===== config.mk =====
export PLATFORM = sky130hd
export DESIGN_NAME = evt_timer
export DESIGN_NICKNAME = d
export VERILOG_FILES = /design/src/rtl/evt_timer_pkg.sv /design/src/rtl/evt_timer_regs.sv /design/src/rtl/evt_timer_core.sv /design/src/rtl/evt_timer_stat.sv /design/src/rtl/evt_timer.sv
export SDC_FILE = /design/constraint.sdc
export NUM_CORES = 1
export LEC_CHECK = 0
export BUFFER_PORTS_ARGS = -buffer_cell sky130_fd_sc_hd__buf_2
export CAP_MARGIN = 10
export CORE_ASPECT_RATIO = 1.1
export CORE_MARGIN = 2
export CORE_UTILIZATION = 28
export DETAILED_ROUTE_END_ITERATION = 7
export HOLD_SLACK_MARGIN = 0.02
export PLACE_DENSITY = 0.5
export REMOVE_ABC_BUFFERS = 1
export SKIP_LAST_GASP = 1
export SLEW_MARGIN = 15
export SYNTH_ARGS = -nofsm -noshare
export SYNTH_HDL_FRONTEND = slang
export SYNTH_SLANG_ARGS = --single-unit

===== constraint.sdc =====
create_clock -name clk -period 4.1 [get_ports clk]
set_clock_uncertainty 0.1 [all_clocks]
set_input_delay 0.615 -clock clk [delete_from_list [all_inputs] [get_ports clk]]
set_output_delay 0.615 -clock clk [all_outputs]
set_load 0.02 [all_outputs]

===== src/rtl/evt_timer_pkg.sv =====
package evt_timer_pkg;

    localparam int unsigned ADDR_W = 8;
    localparam int unsigned REG_W  = 32;

    localparam logic [ADDR_W-1:0] OFS_LOAD0 = 8'h00;
    localparam logic [ADDR_W-1:0] OFS_CTRL  = 8'h10;
    localparam logic [ADDR_W-1:0] OFS_STAT  = 8'h18;

    // packed: unmask = bit 2, single = bit 1, run = bit 0
    typedef struct packed {
        logic unmask;
        logic single;
        logic run;
    } ctrl_t;

    localparam int unsigned CTRL_W = $bits(ctrl_t);

    function automatic logic [ADDR_W-1:0] load_ofs(input int unsigned idx);
        return OFS_LOAD0 + ADDR_W'(idx * (REG_W / 8));
    endfunction

    function automatic ctrl_t ctrl_from_word(input logic [REG_W-1:0] w);
        return ctrl_t'(w[CTRL_W-1:0]);
    endfunction

    function automatic logic [REG_W-1:0] ctrl_to_word(input ctrl_t c);
        return {{(REG_W-CTRL_W){1'b0}}, c};
    endfunction

endpackage


===== src/rtl/evt_timer_regs.sv =====
module evt_timer_regs
    import evt_timer_pkg::*;
#(
    parameter int unsigned CNT_W = 64
) (
    input  logic              clk,
    input  logic              rst,
    input  logic              wr_en,
    input  logic              rd_en,
    input  logic [ADDR_W-1:0] addr,
    input  logic [REG_W-1:0]  wdata,
    input  logic              flag,
    output logic [CNT_W-1:0]  load_val,
    output ctrl_t             ctrl,
    output logic              clr_req,
    output logic [REG_W-1:0]  rdata
);
    localparam int unsigned LOAD_WORDS = CNT_W / REG_W;

    logic [LOAD_WORDS-1:0][REG_W-1:0] load_w;

    always_ff @(posedge clk) begin
        if (rst) begin
            load_w <= '0;
        end else if (wr_en) begin
            for (int i = 0; i < LOAD_WORDS; i++) begin
                if (addr == load_ofs(i)) begin
                    load_w[i] <= wdata;
                end
            end
        end
    end

    generate
        for (genvar g = 0; g < LOAD_WORDS; g++) begin : g_load
            assign load_val[g*REG_W +: REG_W] = load_w[g];
        end
    endgenerate

    always_ff @(posedge clk) begin
        if (rst) begin
            ctrl <= '0;
        end else if (wr_en && addr == OFS_CTRL) begin
            ctrl <= ctrl_from_word(wdata);
        end
    end

    assign clr_req = wr_en && (addr == OFS_STAT) && wdata[0];

    always_comb begin
        rdata = '0;
        if (rd_en) begin
            if (addr == OFS_CTRL) begin
                rdata = ctrl_to_word(ctrl);
            end else if (addr == OFS_STAT) begin
                rdata[0] = flag;
            end else begin
                for (int i = 0; i < LOAD_WORDS; i++) begin
                    if (addr == load_ofs(i)) begin
                        rdata = load_w[i];
                    end
                end
            end
        end
    end

endmodule


===== src/rtl/evt_timer_core.sv =====
module evt_timer_core #(
    parameter int unsigned CNT_W = 64
) (
    input  logic             clk,
    input  logic             rst,
    input  logic             run,
    input  logic             single,
    input  logic [CNT_W-1:0] load_val,
    output logic             zero_evt
);
    logic             run_d;
    logic             done;
    logic [CNT_W-1:0] cnt;
    logic             start;
    logic             at_zero;

    assign start    = run && !run_d;
    assign at_zero  = (cnt == '0);
    assign zero_evt = run && !start && at_zero && !done;

    always_ff @(posedge clk) begin
        if (rst) begin
            run_d <= 1'b0;
            done  <= 1'b0;
            cnt   <= '0;
        end else begin
            run_d <= run;
            if (start) begin
                cnt  <= load_val;
                done <= 1'b0;
            end else if (run) begin
                if (at_zero) begin
                    if (single) begin
                        done <= 1'b1;
                    end else begin
                        cnt <= load_val;
                    end
                end else begin
                    cnt <= cnt - 1'b1;
                end
            end
        end
    end

endmodule


===== src/rtl/evt_timer_stat.sv =====
module evt_timer_stat (
    input  logic clk,
    input  logic rst,
    input  logic set_evt,
    input  logic clr_req,
    output logic flag
);
    // a new event outranks a clear in the same cycle
    always_ff @(posedge clk) begin
        if (rst) begin
            flag <= 1'b0;
        end else if (set_evt) begin
            flag <= 1'b1;
        end else if (clr_req) begin
            flag <= 1'b0;
        end
    end

endmodule


===== src/rtl/evt_timer.sv =====
module evt_timer
    import evt_timer_pkg::*;
#(
    parameter int unsigned CNT_W = 64
) (
    input  logic              clk,
    input  logic              rst,
    input  logic              psel,
    input  logic              penable,
    input  logic              pwrite,
    input  logic [ADDR_W-1:0] paddr,
    input  logic [REG_W-1:0]  pwdata,
    output logic [REG_W-1:0]  prdata,
    output logic              irq
);
    logic             wr_en;
    logic             rd_en;
    logic [CNT_W-1:0] load_val;
    ctrl_t            ctrl_q;
    logic             clr_req;
    logic             stat_flag;
    logic             zero_evt;

    assign wr_en = psel && penable && pwrite;
    assign rd_en = psel && !pwrite;

    evt_timer_regs #(.CNT_W(CNT_W)) u_regs (
        .clk      (clk),
        .rst      (rst),
        .wr_en    (wr_en),
        .rd_en    (rd_en),
        .addr     (paddr),
        .wdata    (pwdata),
        .flag     (stat_flag),
        .load_val (load_val),
        .ctrl     (ctrl_q),
        .clr_req  (clr_req),
        .rdata    (prdata)
    );

    evt_timer_core #(.CNT_W(CNT_W)) u_core (
        .clk      (clk),
        .rst      (rst),
        .run      (ctrl_q.run),
        .single   (ctrl_q.single),
        .load_val (load_val),
        .zero_evt (zero_evt)
    );

    evt_timer_stat u_stat (
        .clk     (clk),
        .rst     (rst),
        .set_evt (zero_evt),
        .clr_req (clr_req),
        .flag    (stat_flag)
    );

    assign irq = ctrl_q.unmask && stat_flag;

endmodule


==> impl_metrics.csv, run 1 <==
group,metric,value,unit
setup_path,crit_fanout,21,
power_and_ir_drop,power_frac_seq,42.3,%
setup_path,setup.worst_path.start_class,"flip-flop",
clock_tree,cts_max_level,4,
setup_path,crit_arrival,3.50,ns
logic_synthesis,synth_top_family_by_area,"simple AND/OR/NAND/NOR gates",
final_layout,fin_area,0.008881,sq mm
clock_tree,cts_buffer_depth,2,
global_routing,grt-ovfl-total,0,
logic_synthesis,syn_inst,978,
timing,fmax,0.3056,GHz
route,drtPass1Iterations,5,
power_and_ir_drop,internal_power,2.412,mW
timing,hold_viol_final,0,
global_routing,grt_max_degree,68,
worst_hold_path,min_path_type,"in2reg",
logic_synthesis,synth.area.top_cells,"dfxtp_1, nand2_1, a21oi_1",
global_routing,grt_pass1_vias,7411,
route,remaining_drc_errors,0,
route,drt_iter0_markers,608,
clock_tree,clock_latency,0.43,ns
power_and_ir_drop,clock_power_share,55.0,%
power_and_ir_drop,powerDensity,346.6,mW/mm^2
setup_path,required,4.33,ns
final_layout,post-route-util,33.87,%
final_layout,multiInputGateArea,0.004287,sq mm
die,die_y,175.6,um
global_routing,track_usage,18.36,%
clock_tree,postCtsHoldBufs,0,
power_and_ir_drop,power_switching,666.5,uW
logic_synthesis,synth-simple-area-share,26.96,%
clock_tree,cts-buffers-inserted,17,
clock_tree,cts_setup_buffers,0,
logic_synthesis,synth.area.mux_share,7.359,%
setup_path,worstSetupPathType,"reg2reg",
timing,period_needed,3.272,ns
clock_tree,path_clk_slew,0.06,ns
route,postRouteAntennaNets,0,
clock_tree,cts_tree,"yes",
clock_tree,clock-sinks,134,
final_layout,nets,1076,
timing,period_share,79.80,%
final_layout,drive_gt1_share,16.89,%
die,die_w,160.0,um
timing,fin_tns_setup,0,ns
timing,tightest_slew,0.9218,ns
route,vias_per_cell,5.293,
route,wirelength,25490,um
clock_tree,post_cts_resized,0,
timing,rsz0062_at_grt,"no",
placement,dp_hpwl,17760,um
logic_synthesis,synth_compound_area_share,21.94,%
logic_synthesis,synth_area,0.007498,sq mm
global_routing,grt_pass1_wl,41300,um
timing,final-max-slew-violation-count,0,
power_and_ir_drop,pwr-share-comb,2.6,%
run,cap_violations,0,
final_layout,fill_cells,2868,
logic_synthesis,ys_async_sr_fraction,0,%
global_routing,antenna_found_initial,0,
power_and_ir_drop,p_leak,3.189,nW
logic_synthesis,syn_area_per_cell,7.667,sq um
final_layout,area_growth,18.44,%
route,routedWlPerCell,18.29,um
final_layout,diodes,0,
setup_path,cpPeakStageDelay,0.57,ns
logic_synthesis,synth_top_cell_by_area,"dfxtp_1",
route,vias,7378,
logic_synthesis,synth_seq_area_share,35.78,%
clock_tree,root_buffer,"clkbuf_16",
logic_synthesis,synth_xor_area_share,0,%
placement,gp_congestion,0.8390,
logic_synthesis,synthAdderAreaFrac,0.3337,%
logic_synthesis,synth-edff-count,0,
timing,max_slew_margin,38.55,%
die,rows,62,
placement,numPortBuffers,77,
timing,setup-violations-final,0,
logic_synthesis,synth_top_cell_area_share,35.78,%
logic_synthesis,yosys_warnings,0,
setup_path,crit_slowest_cell,"or4_4",
status,outcome,"completed",
logic_synthesis,synth_cell_types,59,
final_layout,regArea,0.002683,sq mm
die,initial_core_util,28.60,%
logic_synthesis,synth_seq_cells,134,
die,io-pin-count,78,
die,die-area,0.02811,sq mm
setup_path,endpoint_kind,"flip-flop",
placement,pre_cts_slack,0.8655,ns
die,coreArea,0.02622,sq mm
power_and_ir_drop,irDropWorstVdd,0.2298,mV
power_and_ir_drop,p_sw_share,21.65,%
timing,setup_ws,0.8282,ns
placement,dpl-instance-area,0.008229,sq mm
logic_synthesis,synth-main-ff-cell,"dfxtp_1",
setup_path,crit_chain,"or4_4, or3_4, nor4_1, a31o_2, buf_4, a21oi_1, o32ai_1",
[state kept, by name (all words and copies together) (netlist names)]
name / cells
u_regs.ctrl: 3
u_stat.flag: 1
u_core.run_d: 1
u_core.cnt: 64
u_core.done: 1
u_regs.load_val: 64
[power groups by stage]
stage / combinational [mW] / sequential, mW / clock [mW]
floorplan: 0.0214 / 1.33 / 0
global placement: 0.0821 / 1.33 / 0
detailed placement: 0.0828 / 1.33 / 0
CTS: 0.0830 / 1.30 / 1.73
global route: 0.0892 / 1.30 / 1.78
finish: 0.0815 / 1.30 / 1.69
[critical path, delay by kind of cell (launching register included)]
family	cells	cell delay [ns]
buf+inv	1	0.35
flops	1	0.35
simple gates	3	1.58
compound gates	3	0.77
[kinds of logic (layout without fill, tap and decap cells)]
kind of cell	count (synthesis)	count (layout)
DFF	134	134
muxes	54	54
buffers and inverters	130	194
AOI/OAI and AO/OA	244	244
adders and majority gates	2	2
and+or+nand+nor	414	414
[per-layer routing]
| metal | wire, um | vias to the layer above | part of all wire [%] | track usage (%) |
|---|---|---|---|---|
| li1 | - | 3659 | - | - |
| met1 | 11710 | 3541 | 46 | 23.25 |
| met2 | 12510 | 151 | 49 | 32.05 |
| met3 | 778 | 27 | 3.1 | 2.574 |
| met4 | 490 | 0 | 1.9 | 6.269 |
| met5 | 0 | - | 0 | 0 |
[placed cells by master (no fill, tap or decap), types with 3 or more instances in the layout]
master and count:
and2_1 7, nor3_1 35, or3_1 19, o22ai_1 4, nand2_1 154, mux2i_1 45
o32ai_1 38, clkbuf_8 4, nand4_1 20, or4_4 3, or4_1 6, a21oi_1 107
bufinv_16 4, and3_1 10, buf_2 76, and4_1 3, o21ai_1 3, nor4_1 22
nand3_1 28, o21ai_0 22, clkbuf_16 17, a221oi_2 3, buf_4 31, a32o_1 9
dfxtp_1 134, nor3_2 3, nor2_1 83, a2111oi_2 3, mux2_2 8, clkinv_4 3
nor4_2 4, inv_1 55, a22oi_1 31, a221oi_1 7, nand2b_1 4
[layout make-up]
type	instances	area share [%]
inverter	55	2.325
sequential	134	30.21
multi-input combinational	714	48.27
clock buffer	21	5.410
timing repair buffer	107	6.903
clock inverter	11	1.930
tap	352	4.959
[synthesized netlist by cell type (all sizes together) (7+ instances only)]
master	number
inv	55
clkbuf	51
mux2	9
o32ai	38
a221oi	10
nor4	26
o21ai	25
and3	10
nand4	20
nor3	40
and2	7
nand3	29
a22oi	31
or3	21
or4	9
a21oi	107
dfxtp	134
a32o	9
mux2i	45
nand2	154
buf	24
nor2	83
[final timing paths]
check / startpoint / to / slack (ns) / cells past startpoint
worst max register to register: u_core.cnt[31]$_SDFFE_PP0P_ / u_core.cnt[15]$_SDFFE_PP0P_ / 0.83 / 7
worst min register to register: u_core.done$_SDFFE_PP0P_ / u_stat.flag$_SDFFE_PP0P_ / 0.35 / 1
worst max-delay path: u_core.cnt[31]$_SDFFE_PP0P_ / u_core.cnt[15]$_SDFFE_PP0P_ / 0.83 / 7
worst min-delay path: pwdata[31] / u_regs.load_val[63]$_SDFFE_PP0P_ / 0.33 / 3
[through the flow]
step           total power [mW]  instances  hold WS, ns
3_3_place_gp              1.413       1362       0.3396
6_report                  3.078       1394       0.3317
5_1_grt                   3.169       1394       0.3253
3_5_place_dp              1.414       1362       0.3370
4_1_cts                   3.113       1394       0.3187
2_1_floorplan             1.353        903       0.3187
Note: power is estimated with default switching activity, not from simulation.
==> run 2: changes to the inputs <==
--- a/config.mk
+++ b/config.mk
@@ -5,6 +5,7 @@
 export SDC_FILE = /design/constraint.sdc
 export NUM_CORES = 1
 export LEC_CHECK = 0
+export ABC_AREA = 1
 export BUFFER_PORTS_ARGS = -buffer_cell sky130_fd_sc_hd__buf_2
 export CAP_MARGIN = 10
 export CORE_ASPECT_RATIO = 1.1
@@ -12,7 +13,7 @@
 export CORE_UTILIZATION = 28
 export DETAILED_ROUTE_END_ITERATION = 7
 export HOLD_SLACK_MARGIN = 0.02
-export PLACE_DENSITY = 0.5
+export PLACE_DENSITY = 0.51
 export REMOVE_ABC_BUFFERS = 1
 export SKIP_LAST_GASP = 1
 export SLEW_MARGIN = 15
==> constraint.sdc (replaced) <==
create_clock -name clk -period 2.81 [get_ports clk]
set_clock_uncertainty 0.1 [all_clocks]
set_input_delay 0.4215 -clock clk [delete_from_list [all_inputs] [get_ports clk]]
set_output_delay 0.4215 -clock clk [all_outputs]
set_load 0.02 [all_outputs]
==> impl_metrics.csv, run 2 <==
group,metric,value,unit
clock_tree,cts_tree,"yes",
route,vias_per_cell,4.672,
route,vias,8821,
power_and_ir_drop,p_leak,5.134,nW
logic_synthesis,ys_async_sr_fraction,0,%
timing,tightest_slew,0.8036,ns
logic_synthesis,synth_area,0.008387,sq mm
setup_path,crit_arrival,1.90,ns
final_layout,nets,1549,
setup_path,worstSetupPathType,"in2out",
logic_synthesis,synth_top_cell_area_share,31.99,%
timing,rsz0062_at_grt,"no",
timing,hold_viol_final,0,
final_layout,diodes,0,
final_layout,fin_area,0.009836,sq mm
logic_synthesis,synth_seq_area_share,31.99,%
route,postRouteAntennaNets,0,
global_routing,grt_pass1_vias,8290,
clock_tree,path_clk_slew,0.07,ns
global_routing,grt-ovfl-total,0,
placement,numPortBuffers,77,
route,remaining_drc_errors,0,
placement,pre_cts_slack,0.3768,ns
clock_tree,cts_max_level,4,
final_layout,area_growth,17.28,%
clock_tree,clock-sinks,134,
power_and_ir_drop,powerDensity,442.9,mW/mm^2
logic_synthesis,synth_xor_area_share,3.237,%
setup_path,required,2.29,ns
run,cap_violations,0,
logic_synthesis,synthTopCellsByCount,"nand2_1, nor2_1, inv_1",
logic_synthesis,yosys_warnings,0,
placement,gp_congestion,0.9449,
logic_synthesis,synth-main-ff-cell,"dfxtp_1",
clock_tree,cts-buffers-inserted,17,
route,drt_iter0_markers,610,
timing,period_share,86.09,%
timing,setup_ws,0.3908,ns
route,wirelength,30130,um
logic_synthesis,synth.area.top_cells,"dfxtp_1, nand2_1, nor2_1",
logic_synthesis,synth_compound_area_share,13.77,%
clock_tree,postCtsHoldBufs,0,
logic_synthesis,synth.area.mux_share,0,%
power_and_ir_drop,irDropWorstVdd,0.3196,mV
timing,period_needed,2.419,ns
die,io-pin-count,78,
logic_synthesis,synthAdderAreaFrac,0.2984,%
clock_tree,clock_latency,0.44,ns
die,coreArea,0.02956,sq mm
die,die_w,169.0,um
global_routing,antenna_found_initial,0,
die,rows,66,
setup_path,endpoint_kind,"output pin",
placement,dp_hpwl,22510,um
final_layout,final_cell_mix,"nand2_1, nor2_1, inv_1",
status,outcome,"completed",
final_layout,layout_commonest_cell,"nand2_1",
logic_synthesis,synth_cell_types,36,
global_routing,grt_max_degree,106,
timing,final-max-slew-violation-count,0,
die,die-area,0.03135,sq mm
logic_synthesis,synth-edff-count,0,
power_and_ir_drop,total_power,4.356,mW
clock_tree,cts_setup_buffers,0,
clock_tree,cts_buffer_depth,2,
setup_path,setup.worst_path.start_class,"input port",
logic_synthesis,synth_seq_cells,134,
setup_path,crit_fanout,30,
logic_synthesis,synthMostInstantiatedCell,"nand2_1",
logic_synthesis,synth-simple-area-share,39.47,%
timing,fmax,0.4134,GHz
final_layout,drive_gt1_share,11.76,%
final_layout,post-route-util,33.27,%
logic_synthesis,synth_top_family_by_area,"simple AND/OR/NAND/NOR gates",
global_routing,grt_pass1_wl,47110,um
logic_synthesis,synth_top_cell_by_area,"dfxtp_1",
placement,dpl-instance-area,0.009263,sq mm
route,drtPass1Iterations,5,
clock_tree,post_cts_resized,0,
clock_tree,root_buffer,"clkbuf_16",
timing,setup-violations-final,0,
route,routedWlPerCell,15.96,um
timing,max_slew_margin,46.43,%
die,initial_core_util,28.37,%
die,die_y,185.5,um
global_routing,track_usage,19.69,%
logic_synthesis,syn_area_per_cell,5.853,sq um
worst_hold_path,min_path_type,"in2reg",
timing,holdWs,0.1191,ns
logic_synthesis,syn_inst,1433,
-- run 2: metrics by stage --
step | setup TNS [ns] | cells
after floorplan | -26.49 | 1372
after global placement | 0 | 1857
after detailed placement | 0 | 1857
after CTS | 0 | 1888
after global routing | 0 | 1888
final | 0 | 1888
-- run 2: layout make-up --
type / count / area [sq um]
Timing Repair Buffer: 111 / 753.2
Sequential cell: 134 / 2683
Multi-Input combinational cell: 1080 / 4765
Clock buffer: 18 / 439.2
Clock inverter: 13 / 133.9
Fill cell: 3358 / 19730
Tap cell: 374 / 467.9
Inverter: 158 / 594.3
-- run 2: layer usage --
layer	vias up	GRT usage (%)	part of all wire, %
met5	-	0	0
met4	0	6.427	1.9
met3	32	2.509	4.0
met2	174	32.62	47
met1	4032	26.59	48
li1	4583	-	-
-- run 2: kinds of logic (layout without fill, tap and decap cells) --
group,after synthesis,after routing
flip-flops,134,134
buffers and inverters,219,300
XOR/XNOR,31,31
AO/OA/AOI/OAI,224,224
AND/OR/NAND/NOR,823,823
adder cells (fa/ha/maj),2,2
-- run 2: worst paths after layout --
| kind | slack [ns] | cells after the start | start | to |
|---|---|---|---|---|
| hold reg to reg | 0.37 | 2 | u_regs.load_val[31]$_SDFFE_PP0P_ | u_regs.load_val[31]$_SDFFE_PP0P_ |
| hold / removal | 0.12 | 3 | pwdata[30] | u_regs.load_val[30]$_SDFFE_PP0P_ |
| setup reg to reg | 0.42 | 10 | u_core.cnt[17]$_SDFFE_PP0P_ | u_core.cnt[10]$_SDFFE_PP0P_ |
| setup / recovery | 0.39 | 10 | paddr[1] | prdata[0] |
-- run 2: worst max-delay path: stages --
cell and delay (ns):
buf_2 0.09, nor2_1 0.13, inv_1 0.05, nor3_1 0.23, nand2_1 0.17, inv_1 0.13
buf_12 0.22, a21oi_1 0.10, o22ai_1 0.15, buf_2 0.20
-- run 2: power breakdown --
group | leakage [nW] | internal, mW | switching, mW
Clock | 0.266 | 1.32 | 0.947
Sequential | 1.08 | 1.90 | 0.000893
Combinational | 3.79 | 0.0632 | 0.129
